<file path="config.mk">
export PLATFORM = sky130hd
export DESIGN_NAME = irq_resolver
export DESIGN_NICKNAME = d
export VERILOG_FILES = /design/src/rtl/irq_res_pkg.sv /design/src/rtl/irq_prio_reg.sv /design/src/rtl/irq_pick.sv /design/src/rtl/irq_take_latch.sv /design/src/rtl/irq_resolver.sv
export SDC_FILE = /design/constraint.sdc
export NUM_CORES = 1
export LEC_CHECK = 0
export BUFFER_PORTS_ARGS = -buffer_cell sky130_fd_sc_hd__buf_2
export CAP_MARGIN = 20
export CORE_MARGIN = 5
export CORE_UTILIZATION = 35
export DETAILED_ROUTE_END_ITERATION = 8
export GPL_TIMING_DRIVEN = 0
export PLACE_DENSITY = 0.59
export RECOVER_POWER = 100
export SETUP_SLACK_MARGIN = 0.4
export SLEW_MARGIN = 10
export SYNTH_ARGS = -nofsm -noshare
export SYNTH_HDL_FRONTEND = slang
export SYNTH_SLANG_ARGS = --single-unit
export TNS_END_PERCENT = 1
</file>
<file path="constraint.sdc">
create_clock -name clk -period 5.6 [get_ports clk]
set_clock_uncertainty 0.05 [all_clocks]
set_input_delay 0.56 -clock clk [delete_from_list [all_inputs] [get_ports clk]]
set_output_delay 0.56 -clock clk [all_outputs]
set_load 0.03 [all_outputs]
</file>
<file path="src/rtl/irq_res_pkg.sv">
// Package irq_res_pkg: shared vector type and the source-to-vector mapping.
// Assumes vectors are word aligned and counted downward from the top entry.
package irq_res_pkg;
    typedef logic [15:0] vec_t;

    // Vector address of maskable source idx, given the top maskable vector.
    function automatic vec_t src_vec(vec_t top, int idx);
        return top - 16'(2 * idx);
    endfunction
endpackage

</file>
<file path="src/rtl/irq_prio_reg.sv">
// Module irq_prio_reg: holds the promotion byte and decodes which source it names.
// Assumes all maskable vectors share one high byte, so the low byte alone identifies
// a source; bit 0 is dropped because vectors are word aligned.
module irq_prio_reg #(
    parameter int                  NUM_SRC = 52,
    parameter irq_res_pkg::vec_t   VEC_TOP = 16'hFFF2
) (
    input  logic               clk,
    input  logic               rst_n,
    input  logic               prio_we,
    input  logic [7:0]         prio_wdata,
    output logic [NUM_SRC-1:0] promo_hit
);
    logic [7:0] prio_q;

    // Promotion byte register, cleared to a value that names no source.
    always_ff @(posedge clk) begin
        if (!rst_n)       prio_q <= 8'h00;
        else if (prio_we) prio_q <= prio_wdata;
    end

    // One comparator per source against its own vector low byte.
    for (genvar g = 0; g < NUM_SRC; g++) begin : g_match
        localparam irq_res_pkg::vec_t V = irq_res_pkg::src_vec(VEC_TOP, g);
        assign promo_hit[g] = (prio_q[7:1] == V[7:1]);
    end

    // distinct vectors mean at most one source can match the promotion value.
    a_r7_single_match: assert property (@(posedge clk) disable iff (!rst_n)
        $onehot0(promo_hit));
endmodule

</file>
<file path="src/rtl/irq_pick.sv">
// Module irq_pick: combinational winner selection.
// Order: non-maskable, then the promoted source, then the highest vector address.
// Assumes promo_hit is one-hot or zero.
module irq_pick #(
    parameter int                  NUM_SRC = 52,
    parameter irq_res_pkg::vec_t   VEC_TOP = 16'hFFF2,
    parameter irq_res_pkg::vec_t   NMI_VEC = 16'hFFF4
) (
    input  logic               nmi_req,
    input  logic               int_mask,
    input  logic [NUM_SRC-1:0] irq_req,
    input  logic [NUM_SRC-1:0] irq_en,
    input  logic [NUM_SRC-1:0] promo_hit,
    output logic               win_any,
    output irq_res_pkg::vec_t  win_vec
);
    localparam int IDX_W = (NUM_SRC > 1) ? $clog2(NUM_SRC) : 1;

    logic [NUM_SRC-1:0] elig;
    logic               nat_found, pro_found;
    logic [IDX_W-1:0]   nat_idx, pro_idx;

    // Eligible lines: pending, enabled and not globally masked.
    assign elig = irq_req & irq_en & {NUM_SRC{~int_mask}};

    // Scan downward so the lowest index (highest address) is kept last.
    always_comb begin
        nat_found = 1'b0;
        nat_idx   = '0;
        pro_found = 1'b0;
        pro_idx   = '0;
        for (int i = NUM_SRC - 1; i >= 0; i--) begin
            if (elig[i]) begin
                nat_found = 1'b1;
                nat_idx   = IDX_W'(i);
            end
            if (elig[i] && promo_hit[i]) begin
                pro_found = 1'b1;
                pro_idx   = IDX_W'(i);
            end
        end
    end

    // Final selection across the three priority tiers.
    always_comb begin
        win_any = nmi_req | pro_found | nat_found;
        if (nmi_req)        win_vec = NMI_VEC;
        else if (pro_found) win_vec = irq_res_pkg::src_vec(VEC_TOP, int'(pro_idx));
        else                win_vec = irq_res_pkg::src_vec(VEC_TOP, int'(nat_idx));
    end
endmodule

</file>
<file path="src/rtl/irq_take_latch.sv">
// Module irq_take_latch: captures the winner at an instruction boundary.
// Assumes win_vec is meaningful only while win_any is high.
module irq_take_latch (
    input  logic              clk,
    input  logic              rst_n,
    input  logic              insn_done,
    input  logic              win_any,
    input  irq_res_pkg::vec_t win_vec,
    output logic              take_valid,
    output irq_res_pkg::vec_t take_vec
);
    // Update the flag on each strobe; update the vector only when there is a winner.
    always_ff @(posedge clk) begin
        if (!rst_n) begin
            take_valid <= 1'b0;
            take_vec   <= '0;
        end else if (insn_done) begin
            take_valid <= win_any;
            if (win_any) take_vec <= win_vec;
        end
    end

    // outputs are frozen between strobes.
    a_r10_hold: assert property (@(posedge clk) disable iff (!rst_n)
        !insn_done |=> ($stable(take_valid) && $stable(take_vec)));

    // an empty strobe drops the flag and keeps the vector.
    a_r11_idle: assert property (@(posedge clk) disable iff (!rst_n)
        (insn_done && !win_any) |=> (!take_valid && $stable(take_vec)));
endmodule

</file>
<file path="src/rtl/irq_resolver.sv">
// Module irq_resolver: top of the promotable interrupt priority resolver.
// Assumes NUM_SRC <= 128 so that every maskable vector has a distinct low byte.
module irq_resolver #(
    parameter int                  NUM_SRC = 52,
    parameter irq_res_pkg::vec_t   VEC_TOP = 16'hFFF2,
    parameter irq_res_pkg::vec_t   NMI_VEC = 16'hFFF4
) (
    input  logic               clk,
    input  logic               rst_n,
    input  logic [NUM_SRC-1:0] irq_req,
    input  logic [NUM_SRC-1:0] irq_en,
    input  logic               nmi_req,
    input  logic               int_mask,
    input  logic               prio_we,
    input  logic [7:0]         prio_wdata,
    input  logic               insn_done,
    output logic               take_valid,
    output logic [15:0]        take_vec
);
    logic [NUM_SRC-1:0] promo_hit;
    logic               win_any;
    irq_res_pkg::vec_t  win_vec;

    irq_prio_reg #(.NUM_SRC(NUM_SRC), .VEC_TOP(VEC_TOP)) u_prio (
        .clk        (clk),
        .rst_n      (rst_n),
        .prio_we    (prio_we),
        .prio_wdata (prio_wdata),
        .promo_hit  (promo_hit)
    );

    irq_pick #(.NUM_SRC(NUM_SRC), .VEC_TOP(VEC_TOP), .NMI_VEC(NMI_VEC)) u_pick (
        .nmi_req   (nmi_req),
        .int_mask  (int_mask),
        .irq_req   (irq_req),
        .irq_en    (irq_en),
        .promo_hit (promo_hit),
        .win_any   (win_any),
        .win_vec   (win_vec)
    );

    irq_take_latch u_latch (
        .clk        (clk),
        .rst_n      (rst_n),
        .insn_done  (insn_done),
        .win_any    (win_any),
        .win_vec    (win_vec),
        .take_valid (take_valid),
        .take_vec   (take_vec)
    );

    // a non-maskable request at a strobe is always taken at its own vector.
    a_r9_nmi: assert property (@(posedge clk) disable iff (!rst_n)
        (insn_done && nmi_req) |=> (take_valid && take_vec == NMI_VEC));

    // with the mask set and no non-maskable request, nothing is taken.
    a_r8_mask: assert property (@(posedge clk) disable iff (!rst_n)
        (insn_done && int_mask && !nmi_req) |=> !take_valid);
endmodule

</file>
==> results of run 1 <==
-- metrics by stage --
stage	hold slack, ns	std cells
after CTS	0.4110	699
final	0.4103	699
after global routing	0.4474	699
after detailed placement	0.4009	695
after global placement	0.3939	695
after floorplan	0.5381	457
-- state kept, by name, indices dropped and copies added, names as in the netlist --
register	cells
u_latch.take_valid	1
u_latch.take_vec	8
u_prio.prio_q	7
-- cells in the mapped netlist (all sizes together), types with 11 or more instances --
cell type,number
nand2,71
nand3,38
a21oi,33
buf,27
o21ai,27
nor2,23
a211oi,16
dfxtp,16
a22oi,14
nand3b,13
a31oi,11
nor2b,11
-- path summary, 6_finish.rpt --
| check | cells past startpoint | endpoint | slack, ns |
|---|---|---|---|
| setup / recovery | 11 | u_latch.take_vec[5]$_SDFFE_PN0P_ | 1.64 |
| hold / removal | 2 | u_latch.take_vec[3]$_SDFFE_PN0P_ | 0.41 |
| setup reg to reg | 11 | u_latch.take_vec[5]$_SDFFE_PN0P_ | 1.64 |
| hold reg to reg | 2 | u_latch.take_vec[3]$_SDFFE_PN0P_ | 0.41 |
-- metal layers --
layer  global-route usage [%]  wire length (um)  vias to the layer above  share of wire, %
met2                    40.71              6690                      301                44
li1                         -                 -                     2052                 -
met1                    35.47              6329                     2043                41
met5                        0                 0                        -                 0
met3                    6.083              1690                       42                11
met4                    10.27               578                        0               3.8
-- final cells by class --
type	count	area [um2]	share of cell area, %
Multi-Input combinational cell	403	2521	65.02
Buffer	33	196.4	5.066
Clock buffer	4	55.05	1.420
Tap cell	108	135.1	3.485
Timing Repair Buffer	130	630.6	16.26
Sequential cell	16	320.3	8.261
Inverter	5	18.77	0.4840
-- logic make-up (layout without fill, tap and decap cells) --
family	after synthesis	count (layout)	synth area share (%)
other	1	1	0.1213
muxes	10	10	4.452
DFF	16	16	10.36
xor gates and xnor gates	3	3	0.8500
and+or+nand+nor	217	217	37.52
AOI/OAI and AO/OA	172	172	39.30
buffers and inverters	38	172	7.405
-- worst max-delay path: cells and delay by family, from the launching register on --
| kind | cells | cell delay [ns] |
|---|---|---|
| and+or+nand+nor | 2 | 0.76 |
| xor gates and xnor gates | 1 | 0.18 |
| buffers and inverters | 3 | 1.42 |
| DFF | 1 | 0.51 |
| AOI/OAI and AO/OA | 5 | 0.95 |
-- power by group through the flow --
stage / Combinational, mW / Sequential (mW) / Clock [mW]
2_1_floorplan: 0.165 / 0.140 / 0
3_3_place_gp: 0.300 / 0.131 / 0
3_5_place_dp: 0.299 / 0.131 / 0
4_1_cts: 0.301 / 0.128 / 0.103
5_1_grt: 0.325 / 0.130 / 0.110
6_report: 0.302 / 0.129 / 0.100
==> metrics.cfg, run 1 <==
[logic_synthesis]
synth_seq_cells=16
synth_warnings=0
yosysTopAreaCellShare_pct=10.36
ys_async_sr_fraction_pct=0
synth_area_leaders=dfxtp_1 (10%), nand2_1 (8.6%), nand3_1 (6.2%)
synthFlopType=dfxtp_1
synth_cell_type_count=76
postSynthAreaPerCell_um2=6.765
yosys.area.top_type=dfxtp_1
synth_edf_count=0
syn_area_um2=3092
synth-seq-area-share_pct=10.36
syn_inst=457
synth_fp_nets=575

[layout]
nNetsFinal=710
syn2layout_area_growth_pct=25.41
nFillCells=974
layout-drive-gt1-share_pct=26.57
fin_area_um2=3877
num_antenna_cells=0
utilization_pct=44.68
mostFrequentLayoutCell=buf_2
layout_common_cells=buf_2 (121), nand2_1 (71), nand3_1 (38)

[detailed_routing]
wl_per_cell_um=21.87
drt-total-wl_um=15290
drc=0
vias=4438
firstDrtPassIters=5
ant_nets=0
drtIter0Drc=456
vias_per_cell=6.349

[die]
die_width_um=104.0
fp.dieH_um=104.0
rows=34
ios=135
core_um2=8678
dieArea_um2=10810
start_util_pct=35.63

[power_and_ir_drop]
ir_drop_uv=63.34
p_switching_uw=233.3
power.internal_uw=297.5
finalPower_uw=530.8
power.density_nw_per_um2=136.9
swShare_pct=43.95
combPwrFrac_pct=56.9
clkPwrFrac_pct=18.9
leakage_nw=1.573
pwr-share-seq_pct=24.2

[hold_path]
hold_start=u_latch.take_vec[3]$_SDFFE_PN0P_
hold_path_class=reg2reg

[clock_network]
cts.sinks=16
cts-root-buf=clkbuf_8
cts_tree=yes
post_cts_resized=0
cts-buffers-inserted=3
cts_buffer_depth=2
cts_hold_buf=0
htree_levels=1
clkSlewWorstSetupHoldPaths_ns=0.06
clk_latency_ns=0.24
postCtsSetupBuffers=0

[placement]
place_congestion=0.9848
port_buffers=130
dpl_worst_slack_ns=2.407
hpwl_um=12820
place_area_um2=3877

[critical_path]
crit_top_cell=clkbuf_1
regToRegStartpoint=u_prio.prio_q[1]$_SDFFE_PN0P_
critPathSlowestCell=nor4b_1
crit_chain=clkbuf_1 > clkbuf_1 > buf_4 > o21ai_1 > a22oi_1 > o22ai_1 > nor4b_1 > nand2_1 > o211ai_1 > xor2_1 > a21oi_1
cp-start-kind=flip-flop
end_kind=flip-flop
cpPeakStageDelay_ns=0.59
worstPathMaxFanout=10
startpoint=u_prio.prio_q[1]$_SDFFE_PN0P_
critPathKind=reg2reg
arrival_ns=4.05
critPathRequiredTime_ns=5.68

[sta]
setup_viol=0
fin_crit_ns=3.961
maxSlewViolCount=0
max_freq_mhz=252.4
rsz0062_at_grt=no
tightestPinTransition_ns=0.7414
min_period_over_period_pct=70.74
worst_slack_ns=1.639
slew_headroom_pct=50.46
finalHoldViolCount=0
tns_ns=0

[grt]
antenna_found_initial=0
grt_first_pass_wirelength_um=23250
grt-ovfl-total=0
grt_max_degree=11
grt_util_all_layers_pct=26.39
grt_pass1_vias=4292

[job]
cap_violations=0

[status]
status=completed

Note: power is estimated with default switching activity, not from simulation.
==> run 2, diff against run 1 <==
==> constraint.sdc (replaced) <==
create_clock -name clk -period 4.05 [get_ports clk]
set_clock_uncertainty 0.05 [all_clocks]
set_input_delay 0.405 -clock clk [delete_from_list [all_inputs] [get_ports clk]]
set_output_delay 0.405 -clock clk [all_outputs]
set_load 0.03 [all_outputs]
==> run 2 against run 1 <==
  * Maximum frequency increased by 18%
  * Worst setup slack got worse by 0.96 ns
  * Final area increased by 0.58%
  * Clock power increased by 38%
  * Global-route usage unchanged
  * Wire length decreased by 0.55%
  * Non-clock buffer count unchanged
  * Critical path type unchanged
==> metrics.cfg, run 2 (synthesis results as in run 1) <==
[placement]
dp.cells=695
hpwl_um=12820
place_congestion=0.9848
port_buffers=130

[critical_path]
cp-start-kind=flip-flop
critPathRequiredTime_ns=4.18
crit_family=compound AO/OA/AOI/OAI gates
critPathBufInv=1
crit_chain=clkbuf_1 > o21ai_0 > a222oi_1 > o211ai_1 > nand4bb_1 > o31ai_2 > xor2_1 > nand3_1 > o21ai_2
cpPeakStageDelay_ns=0.60
critPathSlowestCell=clkbuf_1
worstPathMaxFanout=10
arrival_ns=3.50
critPathKind=reg2reg
end_kind=flip-flop

[layout]
syn2layout_area_growth_pct=26.14
top_register=u_latch.take_vec
fin_cells=699
layout-drive-gt1-share_pct=27.07
largest_register_ffs=8
num_antenna_cells=0
mostFrequentLayoutCell=buf_2
reg_top3=u_latch.take_vec: 8 flops, u_prio.prio_q: 7 flops, u_latch.take_valid: 1 flops
layout_common_cells=buf_2 (120), nand2_1 (71), nand3_1 (38)
nNetsFinal=710
nFillCells=971

[sta]
tns_ns=0
slew_headroom_pct=49.70
min_period_over_period_pct=83.16
rsz0062_at_grt=no
finalHoldViolCount=0
fin_crit_ns=3.368
holdWs_ns=0.3713
setup_viol=0
tightestPinTransition_ns=0.7529
max_freq_mhz=296.9
maxSlewViolCount=0

[clock_network]
cts_tree=yes
postCtsSetupBuffers=0
htree_levels=1
clkSlewWorstSetupHoldPaths_ns=0.06
cts_buffer_depth=2
post_cts_resized=0
cts.sinks=16
clk_latency_ns=0.24
cts-buffers-inserted=3
cts-root-buf=clkbuf_8
cts_hold_buf=0

[detailed_routing]
firstDrtPassIters=5
wl_per_cell_um=21.75
drtIter0Drc=404
vias=4379
vias_per_cell=6.265
drc=0
ant_nets=0
drt-total-wl_um=15200

[grt]
antenna_found_initial=0
grt_util_all_layers_pct=26.39
grt_pass1_vias=4292
grt_first_pass_wirelength_um=23250
grt_max_degree=11
grt-ovfl-total=0

[power_and_ir_drop]
finalPower_uw=735.4
p_switching_uw=322.2
swShare_pct=43.81
ir_drop_uv=87.82
power.internal_uw=413.2
power.density_nw_per_um2=188.6
leakage_nw=1.581
clkPwrFrac_pct=18.7
pwr-share-seq_pct=24.2
combPwrFrac_pct=57.1

[job]
cap_violations=0

[die]
fp.dieH_um=104.0
core_um2=8678
ios=135
die_width_um=104.0
dieArea_um2=10810
rows=34
start_util_pct=35.63

[status]
status=completed

[hold_path]
hold_path_class=in2reg

## run 2: cell counts in the layout (fill, tap and decap cells not counted)
No cell type changed its count.
## run 2: final timing paths
kind              cells past startpoint                               end  slack, ns                        startpoint
hold / removal                        3     u_prio.prio_q[2]$_SDFFE_PN0P_       0.37                     prio_wdata[2]
hold reg to reg                       2  u_latch.take_vec[3]$_SDFFE_PN0P_       0.41  u_latch.take_vec[3]$_SDFFE_PN0P_
setup / recovery                      9  u_latch.take_vec[3]$_SDFFE_PN0P_       0.68     u_prio.prio_q[1]$_SDFFE_PN0P_
setup reg to reg                      9  u_latch.take_vec[3]$_SDFFE_PN0P_       0.68     u_prio.prio_q[1]$_SDFFE_PN0P_
## run 2: area by class of cell
class | count | area (um2) | area share, %
inverters | 5 | 18.77 | 0.4812
plain buffers | 33 | 202.7 | 5.197
clock buffers | 4 | 55.05 | 1.412
multi-input cells | 403 | 2537 | 65.06
well taps | 108 | 135.1 | 3.465
repair buffers | 130 | 630.6 | 16.17
flip-flops and latches | 16 | 320.3 | 8.213
## run 2: power groups by stage
stage / logic, mW / registers, mW / clock network (mW)
2_1_floorplan: 0.228 / 0.194 / 0
3_3_place_gp: 0.415 / 0.181 / 0
3_5_place_dp: 0.414 / 0.181 / 0
4_1_cts: 0.416 / 0.177 / 0.142
5_1_grt: 0.452 / 0.179 / 0.151
6_report: 0.420 / 0.178 / 0.138
## run 2: per-stage QoR
stage               util, %  area [um2]  setup slack, ns
detailed placement    44.68        3877            1.012
global placement      44.68        3877            1.034
global route          44.94        3900           0.5249
finish                44.94        3900           0.6820
floorplan                 -        3092            1.662
CTS                   45.31        3933            1.122
## run 2: layer usage
layer,track usage [%],share of wire [%],vias to the layer above,wire [um]
li1,-,-,2053,-
met1,35.47,42,2023,6458
met2,40.71,44,269,6705
met3,6.083,9.9,34,1499
met4,10.27,3.6,0,540
met5,0,0,-,0
## run 2: worst register-to-register path, cell delays in order, from the launching register on
cell       delay, ns
dfxtp_1         0.51
clkbuf_1        0.60
o21ai_0         0.32
a222oi_1        0.58
o211ai_1        0.19
nand4bb_1       0.36
o31ai_2         0.34
xor2_1          0.17
nand3_1         0.12
o21ai_2         0.06
==> run 3, diff against run 2 <==
==> constraint.sdc (replaced) <==
create_clock -name clk -period 3.55 [get_ports clk]
set_clock_uncertainty 0.05 [all_clocks]
set_input_delay 0.355 -clock clk [delete_from_list [all_inputs] [get_ports clk]]
set_output_delay 0.355 -clock clk [all_outputs]
set_load 0.03 [all_outputs]
==> run 3 against run 2 <==
  * Worst setup slack worse by 0.16 ns
  * Via count decreased by 0.14%
  * Power grew 14%
  * Final cell count did not move
  * Clock power rose by 15%
  * Register-to-register slack worse by 0.16 ns
  * Final area down 0.16%
==> metrics.cfg, run 3 (synthesis results as in run 1) <==
[status]
status=completed

[critical_path]
critPathKind=reg2reg
crit_family=compound AO/OA/AOI/OAI gates
end_kind=flip-flop
crit_chain=clkbuf_1 > clkbuf_1 > and2_1 > a222oi_1 > o211ai_1 > nand4bb_1 > o31ai_1 > xor2_1 > nand3_1 > o21ai_2
crit_top_cell=clkbuf_1
critPathBufInv=2
cpPeakStageDelay_ns=0.45
critPathRequiredTime_ns=3.68
critPathSlowestCell=o31ai_1
arrival_ns=3.16
cp-start-kind=flip-flop
worstPathMaxFanout=10

[sta]
fin_crit_ns=3.025
maxSlewViolCount=0
max_freq_mhz=330.6
worst_slack_ns=0.5251
setup_viol=0
min_period_over_period_pct=85.21
tightestPinTransition_ns=0.7378
slew_headroom_pct=50.70
rsz0062_at_grt=no
tns_ns=0
holdWs_ns=0.3197
finalHoldViolCount=0

[clock_network]
clk_latency_ns=0.25
cts_hold_buf=0
cts_tree=yes
cts-root-buf=clkbuf_8
post_cts_resized=0
clkSlewWorstSetupHoldPaths_ns=0.06
cts.sinks=16
postCtsSetupBuffers=0
cts-buffers-inserted=3
htree_levels=1
cts_buffer_depth=2

[detailed_routing]
drc=0
wl_per_cell_um=21.74
vias_per_cell=6.256
drt-total-wl_um=15190
ant_nets=0
vias=4373
drtIter0Drc=406
firstDrtPassIters=6

[job]
cap_violations=0

[grt]
grt-ovfl-total=0
grt_first_pass_wirelength_um=23250
antenna_found_initial=0
grt_util_all_layers_pct=26.39
grt_max_degree=11
grt_pass1_vias=4292

[hold_path]
hold_path_class=in2reg

[layout]
utilization_pct=44.87
largest_register_ffs=8
reg_top3=u_latch.take_vec: 8 flops, u_prio.prio_q: 7 flops, u_latch.take_valid: 1 flops
syn2layout_area_growth_pct=25.94
layout_common_cells=buf_2 (120), nand2_1 (71), nand3_1 (38)
nNetsFinal=710
mostFrequentLayoutCell=buf_2
layout-drive-gt1-share_pct=26.90
num_antenna_cells=0
top_register=u_latch.take_vec
fin_cells=699

[die]
die_width_um=104.0
start_util_pct=35.63
rows=34
dieArea_um2=10810
core_um2=8678
fp.dieH_um=104.0
ios=135

[placement]
place_congestion=0.9848
dp.cells=695
hpwl_um=12820
dpl_worst_slack_ns=0.5621
port_buffers=130

[power_and_ir_drop]
ir_drop_uv=101.0
leakage_nw=1.581
power.density_nw_per_um2=215.3

[run 3: worst register-to-register path, cell delays in order (launching register included)]
cell,delay (ns)
dfxtp_1,0.32
clkbuf_1,0.23
clkbuf_1,0.32
and2_1,0.25
a222oi_1,0.43
o211ai_1,0.19
nand4bb_1,0.35
o31ai_1,0.45
xor2_1,0.18
nand3_1,0.12
o21ai_2,0.06
[run 3: where the power goes]
group | switching (mW) | internal (mW) | leakage, nW | total [mW]
logic | 0.297 | 0.180 | 1.42 | 0.477
clock network | 0.0606 | 0.0983 | 0.0288 | 0.159
registers | 0.00998 | 0.193 | 0.133 | 0.203
total | 0.368 | 0.471 | 1.58 | 0.838
[run 3: cell type report]
cell class / instances / area [um2]
sequential: 16 / 320.3
timing repair buffer: 130 / 630.6
multi-input combinational: 403 / 2527
inverter: 5 / 18.77
tap: 108 / 135.1
buffer: 33 / 206.4
clock buffer: 4 / 55.05
fill: 970 / 4785
[run 3: metrics by stage]
step	instance area [um2]	power [mW]
2_1_floorplan	3092	0.4815
3_3_place_gp	3877	0.6795
3_5_place_dp	3877	0.6783
4_1_cts	3933	0.8390
5_1_grt	3894	0.8917
6_report	3894	0.8384
[run 3: per-layer routing]
layer	GRT usage, %	up-vias	wire length [um]
met4	10.27	0	537
met1	35.47	2021	6396
li1	-	2051	-
met5	0	-	0
met2	40.71	265	6717
met3	6.083	36	1543
[run 3: final timing paths]
path	from	end	slack, ns	depth (start not counted)
min reg2reg	u_latch.take_vec[3]$_SDFFE_PN0P_	u_latch.take_vec[3]$_SDFFE_PN0P_	0.41	2
min	prio_wdata[2]	u_prio.prio_q[2]$_SDFFE_PN0P_	0.32	3
max	u_prio.prio_q[2]$_SDFFE_PN0P_	u_latch.take_vec[3]$_SDFFE_PN0P_	0.53	10
max reg2reg	u_prio.prio_q[2]$_SDFFE_PN0P_	u_latch.take_vec[3]$_SDFFE_PN0P_	0.53	10
